===== config.mk =====
export PLATFORM = sky130hd
export DESIGN_NAME = irq_group_agg
export DESIGN_NICKNAME = d
export VERILOG_FILES = /design/src/rtl/irq_agg_pkg.sv /design/src/rtl/irq_agg_enable.sv /design/src/rtl/irq_agg_status.sv /design/src/rtl/irq_group_agg.sv
export SDC_FILE = /design/constraint.sdc
export NUM_CORES = 1
export LEC_CHECK = 0
export ABC_AREA = 1
export BUFFER_PORTS_ARGS = -buffer_cell sky130_fd_sc_hd__buf_2
export CORE_ASPECT_RATIO = 1.25
export CORE_MARGIN = 8
export CORE_UTILIZATION = 55
export CTS_CLUSTER_SIZE = 40
export DETAILED_ROUTE_END_ITERATION = 7
export PLACE_DENSITY = 0.78
export SLEW_MARGIN = 20
export SYNTH_ARGS = -nofsm -noshare
export SYNTH_HDL_FRONTEND = slang
export SYNTH_SLANG_ARGS = --single-unit

===== constraint.sdc =====
create_clock -name clk -period 2.3 [get_ports clk]
set_input_delay 0.115 -clock clk [delete_from_list [all_inputs] [get_ports clk]]
set_output_delay 0.115 -clock clk [all_outputs]
set_load 0.05 [all_outputs]

===== src/rtl/irq_agg_pkg.sv =====
package irq_agg_pkg;
    localparam int AGG_W  = 32;
    localparam int AGG_AW = 4;

    typedef enum logic [1:0] {
        SEL_NONE = 2'd0,
        SEL_EN   = 2'd1,
        SEL_ST   = 2'd2
    } agg_sel_e;
endpackage


===== src/rtl/irq_agg_enable.sv =====
module irq_agg_enable #(
    parameter int W = irq_agg_pkg::AGG_W
) (
    input  logic         wr_i,
    input  logic [W-1:0] wdata_i,
    input  logic [W-1:0] en_reg_i,
    input  logic [W-1:0] sticky_i,
    input  logic [W-1:0] mask_i,
    output logic [W-1:0] en_reg_o,
    output logic [W-1:0] sticky_o,
    output logic [W-1:0] mask_o
);
    logic [W-1:0] merged;
    logic [W-1:0] diff;

    always_comb begin
        merged   = sticky_i | wdata_i;
        diff     = en_reg_i ^ wdata_i;
        en_reg_o = en_reg_i;
        sticky_o = sticky_i;
        mask_o   = mask_i;
        if (wr_i) begin
            en_reg_o = wdata_i;
            if (!(wdata_i == '0 && sticky_i == '0)) begin
                if (merged != sticky_i) begin
                    sticky_o = merged;
                end else if ((diff & wdata_i) != '0) begin
                    mask_o = mask_i & ~diff;
                end else begin
                    mask_o = mask_i | diff;
                end
            end
        end
    end
endmodule


===== src/rtl/irq_agg_status.sv =====
module irq_agg_status #(
    parameter int W = irq_agg_pkg::AGG_W
) (
    input  logic         wr_i,
    input  logic [W-1:0] wdata_i,
    input  logic [W-1:0] src_i,
    input  logic [W-1:0] sticky_i,
    input  logic [W-1:0] mask_i,
    input  logic [W-1:0] status_i,
    input  logic [W-1:0] pend_i,
    input  logic         irq_i,
    output logic [W-1:0] status_o,
    output logic [W-1:0] pend_o,
    output logic         irq_o
);
    logic [W-1:0] picked;

    always_comb begin
        status_o = status_i;
        pend_o   = pend_i;
        irq_o    = irq_i;
        picked   = src_i & sticky_i;
        // write side first
        if (wr_i && wdata_i != '0) begin
            status_o = status_o & ~wdata_i;
            if (wdata_i != '1 && status_o == '0) begin
                if (pend_o != '0) begin
                    status_o = pend_o;
                    pend_o   = '0;
                    irq_o    = 1'b1;
                end else begin
                    irq_o = 1'b0;
                end
            end
        end
        // then the source event against the updated state
        if (picked != '0) begin
            if (mask_i != '0 || status_o != '0) begin
                pend_o = pend_o | picked;
            end else begin
                status_o = picked;
                irq_o    = 1'b1;
            end
        end
    end
endmodule


===== src/rtl/irq_group_agg.sv =====
module irq_group_agg #(
    parameter int W  = irq_agg_pkg::AGG_W,
    parameter int AW = irq_agg_pkg::AGG_AW
) (
    input  logic          clk,
    input  logic          rst_n,
    input  logic [W-1:0]  src_i,
    input  logic          req_valid,
    output logic          req_ready,
    input  logic          req_write,
    input  logic [AW-1:0] req_addr,
    input  logic [W-1:0]  req_wdata,
    output logic          rd_valid,
    output logic [W-1:0]  rd_data,
    output logic          irq_o
);
    import irq_agg_pkg::*;

    localparam logic [AW-1:0] EN_OFF = AW'(0);
    localparam logic [AW-1:0] ST_OFF = AW'(4);

    typedef struct packed {
        logic [W-1:0] en_reg;
        logic [W-1:0] sticky;
        logic [W-1:0] mask;
        logic [W-1:0] status;
        logic [W-1:0] pend;
        logic         irq;
        logic         rd_valid;
        logic [W-1:0] rd_data;
    } agg_state_t;

    agg_state_t state_d, state_q;
    agg_sel_e   sel;
    logic       wr_en_reg, wr_st_reg;
    logic [W-1:0] en_reg_n, sticky_n, mask_n, status_n, pend_n;
    logic         irq_n;
    logic [W-1:0] status_vec, sticky_vec;

    always_comb begin
        sel = SEL_NONE;
        if (req_valid) begin
            if (req_addr == EN_OFF)      sel = SEL_EN;
            else if (req_addr == ST_OFF) sel = SEL_ST;
        end
    end

    assign wr_en_reg = req_write && (sel == SEL_EN);
    assign wr_st_reg = req_write && (sel == SEL_ST);

    irq_agg_enable #(.W(W)) u_enable (
        .wr_i     (wr_en_reg),
        .wdata_i  (req_wdata),
        .en_reg_i (state_q.en_reg),
        .sticky_i (state_q.sticky),
        .mask_i   (state_q.mask),
        .en_reg_o (en_reg_n),
        .sticky_o (sticky_n),
        .mask_o   (mask_n)
    );

    irq_agg_status #(.W(W)) u_status (
        .wr_i     (wr_st_reg),
        .wdata_i  (req_wdata),
        .src_i    (src_i),
        .sticky_i (sticky_n),
        .mask_i   (mask_n),
        .status_i (state_q.status),
        .pend_i   (state_q.pend),
        .irq_i    (state_q.irq),
        .status_o (status_n),
        .pend_o   (pend_n),
        .irq_o    (irq_n)
    );

    always_comb begin
        state_d          = state_q;
        state_d.en_reg   = en_reg_n;
        state_d.sticky   = sticky_n;
        state_d.mask     = mask_n;
        state_d.status   = status_n;
        state_d.pend     = pend_n;
        state_d.irq      = irq_n;
        state_d.rd_valid = req_valid && !req_write;
        state_d.rd_data  = '0;
        if (req_valid && !req_write) begin
            case (sel)
                SEL_EN:  state_d.rd_data = state_q.en_reg;
                SEL_ST:  state_d.rd_data = state_q.status;
                default: state_d.rd_data = '0;
            endcase
        end
    end

    always_ff @(posedge clk or negedge rst_n) begin
        if (!rst_n) state_q <= '0;
        else        state_q <= state_d;
    end

    assign req_ready  = 1'b1;
    assign rd_valid   = state_q.rd_valid;
    assign rd_data    = state_q.rd_data;
    assign irq_o      = state_q.irq;
    assign status_vec = state_q.status;
    assign sticky_vec = state_q.sticky;
endmodule


==> impl_results.rst <==
.. list-table::
   :header-rows: 1

   * - Metric
     - Value
   * - Result of the run
     - finished, violations left
   * - Failing checks
     - negative setup slack
   * - Number of H-tree levels
     - 4
   * - Routability congestion estimate
     - 0.921
   * - Post-Route WL
     - 39300 um
   * - Classification of the worst-slack hold path
     - input port to register
   * - Logic depth of the worst register-to-register path
     - 22
   * - Total routing usage reported by global routing
     - 0.280
   * - Synthesis-to-layout area growth
     - 34.4%
   * - Critical path type
     - register to register
   * - Syn Std Cell Area
     - 11400 um^2
   * - Worst setup SP type
     - register
   * - Share of the synthesized area in the top cell type
     - 0.424
   * - Pwr Total
     - 9200 uW
   * - IR drop worst, VDD
     - about 0.00057 V
   * - MaxCap Viol Count
     - 0
   * - Synth top area cells
     - dfrtp_1 42%, nand2_1 19%, inv_1 12%
   * - Area enclosed by the die boundary
     - 25700 um^2
   * - Initial core utilization
     - 0.556
   * - Detailed-route vias per instance
     - between 5 and 6
   * - Worst Hold Path Cells
     - 3
   * - Routed WL per cell
     - 16.8 um
   * - First DRT Iteration DRCs
     - 1525
   * - Clock period minus worst slack
     - ~2.9 ns
   * - Die span in y
     - 177 um
   * - Static Leak
     - between 0.008 and 0.009 uW
   * - Number of warnings reported in the yosys synthesis log
     - 0
   * - Worst max-slew margin expressed relative to the limit
     - 0.538
   * - Cell Pwr Density
     - 598 nW/um^2
   * - Data arrival, critical path
     - around 3.3 ns
   * - Sequence of cells on the critical path
     - inv_1 > nand2_1 > o21ai_0 > nor2_1 > nand2_1 > nor2_2 > nand2_4 > buf_12 > nor2_2 > nand3_1 > nand2_1 > nand2_1 > inv_1 > nand2_1 > nor2_1 > nand2_1 > nor2_4 > buf_12 > nand2_8 > clkbuf_16 > nand2_2 > nand2_1
   * - DRC violation count after routing
     - 0
   * - Post-detailed-placement half-perimeter wirelength
     - 26900 um
   * - Antenna diodes
     - 0
   * - Dominant cell type by count on the critical path
     - nand2_1
   * - Max Used Layer
     - met4
   * - Clk Latency, worst-skew pair
     - between 0.4 and 0.5 ns
   * - Core outline area
     - a little over 20000 um^2
   * - Post-synthesis sequential element count
     - 194
   * - Largest net degree at the start of global routing
     - 79
   * - Unrepaired setup endpoints after global routing
     - yes
   * - Crit path largest cell delay
     - roughly 0.37 ns
   * - Kind of capture point of the worst setup path
     - register
   * - Number of antenna violations at the first check in global routing
     - 0
   * - Placed cell count
     - about 2300
   * - Detailed-route via count
     - 12100
   * - Root cell of the clock tree
     - clkbuf_16
   * - Port-buffer cells
     - 105
   * - Critical-path maximum fanout
     - 8
   * - Number of nets in the finished design
     - 2160
   * - Worst setup skew after layout
     - around 0.011 ns
   * - Num rows
     - 59
   * - IO Pins
     - 107
   * - Via count of the first global-routing pass
     - roughly 11000
   * - Slowest stage cell on the critical path
     - dfrtp_1
   * - First-pass GRT wire length
     - 57500 um
   * - Number of detailed-routing iterations run before antenna repair
     - 6
   * - Max Slew Vio Count
     - 0
   * - Sum of met2 wire segment lengths after detailed routing
     - 18800 um
   * - Number of buffers created by CTS
     - 17
   * - Share of post-route cells with drive strength above 1
     - 0.254
   * - Least setup slack across all paths after layout
     - -0.633 ns
   * - Routed Antenna Nets
     - 0
   * - Worst path required time
     - around 2.6 ns
   * - Seq/Total Area, Yosys
     - 0.424
   * - M1 WL
     - 15300 um
   * - Metal3 WL
     - roughly 3000 um
   * - Non-Filler Instances
     - 2341
   * - Count of unique library cells instantiated by Yosys
     - 27
   * - Final period util
     - 1.28
   * - Post-synthesis cell count
     - between 1500 and 2000
   * - Post-synthesis average cell area
     - 6.69 um^2
   * - Setup-violating endpoint count in the final report
     - 65
   * - TritonCTS clock tree
     - done
   * - Clk slew on worst S/H paths
     - 0.07 ns
   * - Number of failing hold endpoints at the final stage
     - 0
   * - Number of buffers on the longest clock path
     - 2
   * - Post-Syn Nets
     - 1815
   * - Maximum operating frequency
     - 341 MHz
   * - Slew of the pin with the lowest slew margin
     - 0.693 ns
   * - Top cell type by total area after synthesis
     - dfrtp_1
   * - X dimension of the die
     - 145 um
   * - GRT overflow
     - 0
   * - CTS sink cnt
     - 194
[layer usage]
metal | GRT usage | vias up
li1 | - | 5749
met1 | 0.352 | 5520
met2 | 0.470 | 663
met3 | 0.0430 | 174
met4 | 0.130 | 0
met5 | 0 | -
[registers in the layout (all words and copies together), names as in the netlist]
name / count
state_q: 96
rd_valid: 1
sticky_vec: 32
irq_o: 1
rd_data: 32
status_vec: 32
[stage by stage]
stage,util,TNS [ns],hold slack (ns),cell area [um^2],setup slack [ns]
6_report,0.747,-38.14,0.0120,15400,-0.633
5_1_grt,0.747,-49.39,0.0173,15400,-0.820
4_1_cts,0.719,-18.34,0.00251,14800,-0.322
3_5_place_dp,0.683,-25.58,0.196,14100,-0.437
3_3_place_gp,0.683,-21.16,0.196,14100,-0.350
2_1_floorplan,-,0,-0.181,11400,0.0677
[area by class of cell]
cell class,count,area (um^2)
multi-input cells,1054,5030
clock buffers,18,429
inverters,377,1420
fillers,1471,5220
well taps,274,343
flip-flops and latches,194,4860
repair buffers,412,3140
clock inverters,12,159
[logic make-up after synthesis]
family,count (synthesis),share of synthesized area
and+or+nand+nor,900,0.315
buffers and inverters,463,0.168
DFF,194,0.424
AOI/OAI and AO/OA,120,0.0563
adders and majority gates,32,0.0350
muxes,1,0.000875
other,1,0.000328
[cell usage in the layout, fill, tap and decap left out, types with 5 or more instances in the layout]
cell / instances
nand2_1: 562
inv_1: 371
buf_4: 275
dfrtp_1: 193
nor2_1: 158
buf_2: 104
nand3_1: 72
o21ai_0: 42
a21oi_1: 35
o22ai_1: 32
ha_1: 32
nand2_2: 24
clkbuf_16: 23
nor2_4: 22
nor2_2: 15
nor4_1: 13
buf_12: 13
nand4_1: 12
nand3_2: 11
dlygate4sd3_1: 10
o21ai_2: 6
inv_2: 5
[cells in the mapped netlist (all sizes together)]
master / n
nand2: 591
inv: 377
nor2: 195
dfrtp: 194
nand3: 83
buf: 64
o21ai: 52
a21oi: 36
ha: 32
o22ai: 32
clkbuf: 22
nor4: 15
nand4: 12
nor3: 3
conb: 1
mux2i: 1
nand3b: 1
[final timing paths]
kind / startpoint / to / slack, ns
worst min-delay path: req_wdata[29] / sticky_vec[29] / 0.01
min in group asynchronous: rst_n / status_vec[7] / 0.24
max in group asynchronous: rst_n / state_q[184] / 1.24
worst min register to register: state_q[57] / state_q[57] / 0.48
worst max register to register: sticky_vec[21] / state_q[53] / -0.63
worst max-delay path: sticky_vec[21] / state_q[53] / -0.63
[power breakdown]
| part | switching (uW) | internal (uW) | total [uW] |
|---|---|---|---|
| combinational | 1290 | 955 | 2250 |
| sequential | 166 | 3730 | 3890 |
| clock | 1350 | 1710 | 3060 |
| total | 2810 | 6390 | 9200 |
[worst max-delay path: cells and delay by family, from the launching register on]
family	cells	cell delay (ns)
and+or+nand+nor	16	1.71
buffers and inverters	5	0.65
DFF	1	0.37
AOI/OAI and AO/OA	1	0.07
[what timing repair did]
action	4_1_cts	5_1_grt
hold buffers	10	0
setup buffers	0	7
gates resized for setup	17	93
setup endpoints to repair	65	67
hold endpoints to repair	81	0
pin swaps	3	23
gates cloned	0	8
No activity file was read; power rests on OpenSTA's default activity.
